## src/rtl/clkCfgPkg.sv

```systemverilog
package clkCfgPkg;

  // sequencer phases of one transfer
  typedef enum logic [2:0] {
    ST_IDLE,
    ST_ADDR,
    ST_CMD,
    ST_CNT,
    ST_WDATA,
    ST_RDATA,
    ST_SKIP
  } seqState_t;

  // strobes from the sequencer to the datapath, one cycle wide
  typedef struct packed {
    logic rxShift;   // take one bit into the receive shifter
    logic ackDrive;  // pull the data line low for an acknowledge
    logic busFree;   // release the data line
    logic txLoadCnt; // start sending the count byte
    logic txLoadReg; // start sending the register byte at the index, then step it
    logic txShift;   // move to the next transmit bit
    logic regWrite;  // store the received byte at the index, then step it
    logic idxClear;  // index back to byte 0
  } strobe_t;

  localparam int BITS_PER_BYTE = 8;
  localparam int ACK_SLOT      = 9;

endpackage

```

## src/rtl/clkCfgSyncEdge.sv

```systemverilog
module clkCfgSyncEdge #(
  parameter int STAGES = 2
) (
  input  logic clk,
  input  logic rstN,
  input  logic sclIn,
  input  logic sdaIn,
  output logic sclLvl,
  output logic sdaLvl,
  output logic sclRise,
  output logic sclFall,
  output logic startSeen,
  output logic stopSeen
);

  logic [1:0] lineIn;
  logic [1:0] lineNow;
  logic [1:0] linePrev;

  assign lineIn = {sdaIn, sclIn};

  // identical synchronizer plus history flop for each bus line
  for (genvar g = 0; g < 2; g++) begin : gLine
    logic [STAGES-1:0] pipe;
    logic              prevQ;
    always_ff @(posedge clk or negedge rstN) begin
      if (!rstN) begin
        pipe  <= {STAGES{1'b1}};
        prevQ <= 1'b1;
      end else begin
        pipe  <= {pipe[STAGES-2:0], lineIn[g]};
        prevQ <= pipe[STAGES-1];
      end
    end
    assign lineNow[g]  = pipe[STAGES-1];
    assign linePrev[g] = prevQ;
  end

  assign sclLvl    = lineNow[0];
  assign sdaLvl    = lineNow[1];
  assign sclRise   = lineNow[0] & ~linePrev[0];
  assign sclFall   = ~lineNow[0] & linePrev[0];
  assign startSeen = lineNow[0] & linePrev[0] & linePrev[1] & ~lineNow[1];
  assign stopSeen  = lineNow[0] & linePrev[0] & ~linePrev[1] & lineNow[1];

endmodule

```

## src/rtl/clkCfgSeqCtrl.sv

```systemverilog
module clkCfgSeqCtrl
  import clkCfgPkg::*;
#(
  parameter logic [6:0] DEV_ADDR = 7'h69
) (
  input  logic       clk,
  input  logic       rstN,
  input  logic       sclRise,
  input  logic       sclFall,
  input  logic       startSeen,
  input  logic       stopSeen,
  input  logic       sdaLvl,
  input  logic [7:0] rxByte,
  output strobe_t    stb
);

  seqState_t  state, stateNext;
  logic [3:0] bitCnt, bitCntNext;
  logic       isRead, isReadNext;
  logic       mNack, mNackNext;
  logic       rxState;
  logic       addrHit;

  assign rxState = (state == ST_ADDR) || (state == ST_CMD) ||
                   (state == ST_CNT)  || (state == ST_WDATA);
  assign addrHit = (rxByte[7:1] == DEV_ADDR);

  always_comb begin
    stb        = '0;
    stateNext  = state;
    bitCntNext = bitCnt;
    isReadNext = isRead;
    mNackNext  = mNack;
    if (startSeen) begin
      stateNext    = ST_ADDR;
      bitCntNext   = '0;
      stb.busFree  = 1'b1;
      stb.idxClear = 1'b1;
    end else if (stopSeen) begin
      stateNext   = ST_IDLE;
      bitCntNext  = '0;
      stb.busFree = 1'b1;
    end else if (state == ST_IDLE || state == ST_SKIP) begin
      stateNext = state;
    end else if (sclRise) begin
      if (rxState && bitCnt < 4'(BITS_PER_BYTE)) stb.rxShift = 1'b1;
      if (state == ST_RDATA && bitCnt == 4'(BITS_PER_BYTE)) mNackNext = sdaLvl;
      if (bitCnt < 4'(ACK_SLOT)) bitCntNext = bitCnt + 4'd1;
    end else if (sclFall) begin
      if (bitCnt == 4'(BITS_PER_BYTE)) begin
        // byte complete: open the acknowledge slot
        case (state)
          ST_ADDR: begin
            if (addrHit) begin
              stb.ackDrive = 1'b1;
              isReadNext   = rxByte[0];
            end else begin
              stateNext = ST_SKIP;
            end
          end
          ST_CMD, ST_CNT: stb.ackDrive = 1'b1;
          ST_WDATA: begin
            stb.ackDrive = 1'b1;
            stb.regWrite = 1'b1;
          end
          default: stb.busFree = 1'b1;
        endcase
      end else if (bitCnt == 4'(ACK_SLOT)) begin
        // acknowledge slot over: advance to the next byte
        bitCntNext = '0;
        case (state)
          ST_ADDR: begin
            if (isRead) begin
              stateNext     = ST_RDATA;
              stb.txLoadCnt = 1'b1;
            end else begin
              stateNext   = ST_CMD;
              stb.busFree = 1'b1;
            end
          end
          ST_CMD: begin
            stateNext   = ST_CNT;
            stb.busFree = 1'b1;
          end
          ST_CNT: begin
            stateNext   = ST_WDATA;
            stb.busFree = 1'b1;
          end
          ST_RDATA: begin
            if (mNack) begin
              stateNext   = ST_SKIP;
              stb.busFree = 1'b1;
            end else begin
              stb.txLoadReg = 1'b1;
            end
          end
          default: stb.busFree = 1'b1;
        endcase
      end else if (state == ST_RDATA && bitCnt != 4'd0) begin
        stb.txShift = 1'b1;
      end
    end
  end

  always_ff @(posedge clk or negedge rstN) begin
    if (!rstN) begin
      state  <= ST_IDLE;
      bitCnt <= '0;
      isRead <= 1'b0;
      mNack  <= 1'b0;
    end else begin
      state  <= stateNext;
      bitCnt <= bitCntNext;
      isRead <= isReadNext;
      mNack  <= mNackNext;
    end
  end

endmodule

```

## src/rtl/clkCfgDatapath.sv

```systemverilog
module clkCfgDatapath
  import clkCfgPkg::*;
#(
  parameter int         NUM_REGS = 4,
  parameter logic [7:0] INIT0    = 8'hA1
) (
  input  logic       clk,
  input  logic       rstN,
  input  strobe_t    stb,
  input  logic       sdaLvl,
  input  logic [1:0] pinFreqSel,
  input  logic       pinSpreadOn,
  output logic [7:0] rxByte,
  output logic       sdaLow,
  output logic [1:0] freqSel,
  output logic       spreadOn,
  output logic       spreadNarrow,
  output logic       normalMode
);

  localparam int                IDX_W    = $clog2(NUM_REGS + 1);
  localparam int                ADDR_W   = $clog2(NUM_REGS);
  localparam logic [IDX_W-1:0]  IDX_END  = IDX_W'(NUM_REGS);
  localparam logic [7:0]        CNT_BYTE = 8'(NUM_REGS);

  logic [7:0]       regView [NUM_REGS];
  logic [IDX_W-1:0] idx;
  logic [7:0]       txShiftQ;
  logic             ackOn;
  logic             txOn;
  logic             idxValid;
  logic [7:0]       txPick;

  assign idxValid = (idx < IDX_END);
  assign txPick   = idxValid ? regView[idx[ADDR_W-1:0]] : 8'hFF;

  // one configuration byte per position, byte 0 with its own power-up value
  for (genvar r = 0; r < NUM_REGS; r++) begin : gReg
    localparam logic [7:0] RST_VAL = (r == 0) ? INIT0 : 8'h00;
    logic [7:0] q;
    always_ff @(posedge clk or negedge rstN) begin
      if (!rstN) q <= RST_VAL;
      else if (stb.regWrite && idx == IDX_W'(r)) q <= rxByte;
    end
    assign regView[r] = q;
  end

  always_ff @(posedge clk or negedge rstN) begin
    if (!rstN) begin
      rxByte   <= '0;
      idx      <= '0;
      txShiftQ <= 8'hFF;
      ackOn    <= 1'b0;
      txOn     <= 1'b0;
    end else begin
      if (stb.rxShift) rxByte <= {rxByte[6:0], sdaLvl};
      if (stb.idxClear) idx <= '0;
      else if ((stb.regWrite || stb.txLoadReg) && idx != IDX_END) idx <= idx + 1'b1;
      if (stb.busFree) begin
        ackOn <= 1'b0;
        txOn  <= 1'b0;
      end else if (stb.ackDrive) begin
        ackOn <= 1'b1;
        txOn  <= 1'b0;
      end else if (stb.txLoadCnt) begin
        txShiftQ <= CNT_BYTE;
        txOn     <= 1'b1;
        ackOn    <= 1'b0;
      end else if (stb.txLoadReg) begin
        txShiftQ <= txPick;
        txOn     <= 1'b1;
        ackOn    <= 1'b0;
      end else if (stb.txShift) begin
        txShiftQ <= {txShiftQ[6:0], 1'b1};
      end
    end
  end

  assign sdaLow = ackOn | (txOn & ~txShiftQ[7]);

  // control source choice: bit 0 of byte 0
  assign freqSel      = regView[0][0] ? pinFreqSel  : {regView[0][4], regView[0][3]};
  assign spreadOn     = regView[0][0] ? pinSpreadOn : regView[0][6];
  assign spreadNarrow = regView[0][5];
  assign normalMode   = regView[0][7];

endmodule

```

## src/rtl/clkCfgSerialSlave.sv

```systemverilog
module clkCfgSerialSlave
  import clkCfgPkg::*;
#(
  parameter logic [6:0] DEV_ADDR    = 7'h69,
  parameter int         NUM_REGS    = 4,
  parameter logic [7:0] INIT0       = 8'hA1,
  parameter int         SYNC_STAGES = 2
) (
  input  logic       clk,
  input  logic       rstN,
  input  logic       sclIn,
  input  logic       sdaIn,
  output logic       sdaLow,
  input  logic [1:0] pinFreqSel,
  input  logic       pinSpreadOn,
  output logic [1:0] freqSel,
  output logic       spreadOn,
  output logic       spreadNarrow,
  output logic       normalMode
);

  logic       sclLvl, sdaLvl, sclRise, sclFall, startSeen, stopSeen;
  logic [7:0] rxByte;
  strobe_t    stb;

  clkCfgSyncEdge #(.STAGES(SYNC_STAGES)) uSync (
    .clk(clk), .rstN(rstN), .sclIn(sclIn), .sdaIn(sdaIn),
    .sclLvl(sclLvl), .sdaLvl(sdaLvl), .sclRise(sclRise), .sclFall(sclFall),
    .startSeen(startSeen), .stopSeen(stopSeen)
  );

  clkCfgSeqCtrl #(.DEV_ADDR(DEV_ADDR)) uCtrl (
    .clk(clk), .rstN(rstN), .sclRise(sclRise), .sclFall(sclFall),
    .startSeen(startSeen), .stopSeen(stopSeen), .sdaLvl(sdaLvl),
    .rxByte(rxByte), .stb(stb)
  );

  clkCfgDatapath #(.NUM_REGS(NUM_REGS), .INIT0(INIT0)) uPath (
    .clk(clk), .rstN(rstN), .stb(stb), .sdaLvl(sdaLvl),
    .pinFreqSel(pinFreqSel), .pinSpreadOn(pinSpreadOn),
    .rxByte(rxByte), .sdaLow(sdaLow), .freqSel(freqSel),
    .spreadOn(spreadOn), .spreadNarrow(spreadNarrow), .normalMode(normalMode)
  );

endmodule

```

## config.mk

```make
export PLATFORM = sky130hd
export DESIGN_NAME = clkCfgSerialSlave
export DESIGN_NICKNAME = d
export VERILOG_FILES = /design/src/rtl/clkCfgPkg.sv /design/src/rtl/clkCfgSyncEdge.sv /design/src/rtl/clkCfgSeqCtrl.sv /design/src/rtl/clkCfgDatapath.sv /design/src/rtl/clkCfgSerialSlave.sv
export SDC_FILE = /design/constraint.sdc
export NUM_CORES = 1
export LEC_CHECK = 0
export ABC_AREA = 0
export BUFFER_PORTS_ARGS = -buffer_cell sky130_fd_sc_hd__buf_2
export CORE_UTILIZATION = 42
export DETAILED_ROUTE_END_ITERATION = 12
export GPL_ROUTABILITY_DRIVEN = 0
export PLACE_DENSITY_LB_ADDON = 0.08
export SETUP_SLACK_MARGIN = 0.4
export SLEW_MARGIN = 25
export SYNTH_ARGS = -nofsm -noshare
export SYNTH_HDL_FRONTEND = slang
export SYNTH_SLANG_ARGS = --single-unit
```

## constraint.sdc

```tcl
create_clock -name clk -period 2.5 [get_ports clk]
set_input_delay 0.5 -clock clk [delete_from_list [all_inputs] [get_ports clk]]
set_output_delay 0.5 -clock clk [all_outputs]
set_load 0.01 [all_outputs]
```

==> flow_summary.toml <==
[route]
drt_iter0_markers = 131
vias_per_cell = 5.50
drc = 0
drt_first_pass_iters = 4
wl_per_cell_um = 18.3
wl_um = 7790
ant_nets = 0
via_count = 2345

[worst_setup_path]
arrival_ns = 2.30
worstSetupEndpointType = "register"
crit_required_ns = 2.72
rrSetupSlack_ns = 0.41
start_kind = "register"
cp-startpoint = "uSync.gLine[0].prevQ"
path_max_fanout = 8
rr_startpoint = "uSync.gLine[0].prevQ"
crit_type = "reg -> reg"

[floorplan]
start_util = 0.434
io_pins = 13
rows = 33
die_x_um = 93.9
die_area_sq_mm = 0.00882
die_h_um = 93.9
core_area_sq_mm = 0.00818

[clock_tree]
h-tree-depth = 3
clkLatencyLatePin_ns = 0.34
cts_hold_buf = 0
cts_tree = "yes"
clk_pin_slew_ns = 0.08
numCtsBuffers = 9
clkSinkCount = 68
clock-root-buffer = "clkbuf_8"
clock_path_buffers = 2

[timing]
hold_violations = 0
max_slew_margin = 0.659
fin_crit_sh = 0.836
skew_ns = 0.0109
worstMarginPinSlew_ns = 0.512
setup_viol = 0
fmax_mhz = 479
rsz0062_at_grt = "yes"
finalCriticalPeriod_ns = 2.09
final_max_slew_viol_count = 0
fin_tns_setup_ns = 0

[cells_and_area]
instances_no_fill = 426
antennaDiodeCount = 0
seqCellArea_sq_mm = 0.00172
drive_gt1_frac = 0.464
multi_input_area_sq_mm = 0.00186
nNetsFinal = 334
nFillCells = 714
area_growth_pct = 18.7
fin_area_sq_mm = 0.00421

[global_route]
antenna_found_initial = 0
grt_overflow = 0
grt_pass1_wl_um = 12100
grt_usage = 0.186
grt_max_degree = 69
grt_pass1_vias = 2249

[power]
p_per_area_mw_per_mm2 = 552
p_leak_uw = 0.00189
power_uw = 2320
irDropWorstVdd_mv = 0.357

[yosys]
synth_edf_count = 0
ys_ff_latch = 68
yosysTopAreaCellShare = 0.360
synth.distinct_cells = 63
ys_warn_count = 0
synth_area_leaders = "dfrtp_1 36%, mux2_2 14%, dfstp_2 13%, mux4_2 5.1%, ha_1 3.9%"
synth_top_flop_cell = "dfrtp_1"
yosys.area.top_type = "dfrtp_1"
netlist_area_sq_mm = 0.00355
syn_inst = 284
avgSynthCellArea_sq_um = 12.5
ys_seq_area_frac = 0.486
syn-num-nets = 302
ys_async_sr_fraction = 1.00

[placed_design]
dp.cells = 397
dp_hpwl_um = 4970
place_area_sq_mm = 0.00371
port_buffers = 12

[run_status]
outcome = "completed"

[job]
cap_violations = 0

[hold_path]
hp-class = "in -> async"
[cell usage in the layout (no fill, tap or decap), types with 7 or more instances in the layout]
| master | count |
|---|---|
| dfrtp_1 | 51 |
| mux2_2 | 32 |
| buf_4 | 19 |
| dfstp_2 | 17 |
| nand2_1 | 16 |
| inv_1 | 14 |
| o21ai_0 | 13 |
| mux2_4 | 13 |
| buf_2 | 12 |
| nor2_1 | 11 |
| clkbuf_8 | 9 |
| mux4_2 | 8 |
| a21oi_1 | 7 |
| ha_1 | 7 |
[what timing repair did]
item,CTS,global route
pin swaps,3,5
setup endpoints to repair,46,59
endpoints found under the hold margin,0,0
buffers inserted,4,9
gates resized for setup,10,31
[critical path, cell delays in order (launching register included)]
cell,delay (ns)
dfstp_2,0.55
inv_1,0.06
ha_4,0.16
and2b_2,0.24
o221a_4,0.24
and4_4,0.38
mux2_4,0.33
[path summary, 6_finish.rpt]
path	end	cells past startpoint
hold reg to reg	uSync.gLine[0].pipe[1]	0
max in group asynchronous	uSync.gLine[0].prevQ	2
setup / recovery	uPath.gReg[1].q[1]	6
min in group clk	uSync.gLine[1].pipe[0]	1
setup reg to reg	uPath.gReg[1].q[1]	6
hold / removal	uCtrl.bitCnt[0]	2
[cell type report]
cell class,instances,share of cell area
timing repair buffer,32,0.0529
tap,105,0.0312
sequential,68,0.409
inverter,16,0.0143
clock buffer,10,0.0303
clock inverter,6,0.0214
multi-input combinational,189,0.441
[sequential cells by signal, summed over array words and instances, names as in the netlist]
signal             cells
uCtrl.mNack            1
uPath.rxByte           8
uPath.ackOn            1
uPath.txShiftQ         8
uPath.txOn             1
uSync.gLine.pipe       4
uCtrl.isRead           1
uCtrl.state            3
uPath.idx              3
uCtrl.bitCnt           4
uSync.gLine.prevQ      2
uPath.gReg.q          32
[through the flow]
| step | setup slack, ns | hold slack (ns) | util |
|---|---|---|---|
| finish | 0.411 | 0.154 | 0.515 |
| global route | 0.343 | 0.197 | 0.515 |
| CTS | 0.406 | 0.184 | 0.489 |
| detailed placement | 0.165 | 0.347 | 0.453 |
| global placement | 0.243 | 0.345 | 0.453 |
| floorplan | 0.478 | 0.204 | - |
[power breakdown]
| part | internal [uW] | total (uW) | switching, uW |
|---|---|---|---|
| registers | 1130 | 1160 | 32.8 |
| logic | 80.9 | 172 | 91.3 |
| clock network | 564 | 994 | 430 |
| total | 1770 | 2320 | 554 |
[cells in the mapped netlist (2+ instances only)]
| cell | number |
|---|---|
| and4_4 | 2 |
| nor2_1 | 12 |
| nand3b_1 | 3 |
| nand2_1 | 16 |
| a22oi_1 | 6 |
| nand3_1 | 6 |
| clkbuf_8 | 2 |
| buf_6 | 4 |
| nor3_1 | 2 |
| o211ai_1 | 3 |
| o21ai_0 | 13 |
| xnor2_1 | 2 |
| mux4_2 | 8 |
| nand2b_1 | 5 |
| buf_2 | 2 |
| nand4bb_1 | 2 |
| mux2_2 | 45 |
| o221ai_1 | 2 |
| dfstp_2 | 17 |
| a41oi_1 | 2 |
| nor2b_1 | 3 |
| ha_1 | 11 |
| dfrtp_1 | 51 |
| clkbuf_1 | 2 |
| nor3b_1 | 3 |
| a221oi_1 | 2 |
| inv_1 | 16 |
| a21oi_1 | 7 |
[cell families (layout without fill, tap and decap cells)]
kind of cell	count (synthesis)	in the layout	share of synthesized area
AO/OA/AOI/OAI	51	51	0.107
XOR/XNOR	3	3	0.00953
adder cells (fa/ha/maj)	11	11	0.0388
buffers and inverters	27	64	0.0444
flip-flops	68	68	0.486
multiplexers	54	54	0.196
AND/OR/NAND/NOR	70	70	0.119
[routing by layer]
layer | part of all wire | global-route usage | up-vias
met5 | 0 | 0 | -
met4 | 0.015 | 0.0705 | 0
met3 | 0.037 | 0.0332 | 9
met2 | 0.44 | 0.258 | 44
met1 | 0.51 | 0.286 | 1182
li1 | - | - | 1110
Note: power is estimated with default switching activity, not from simulation.
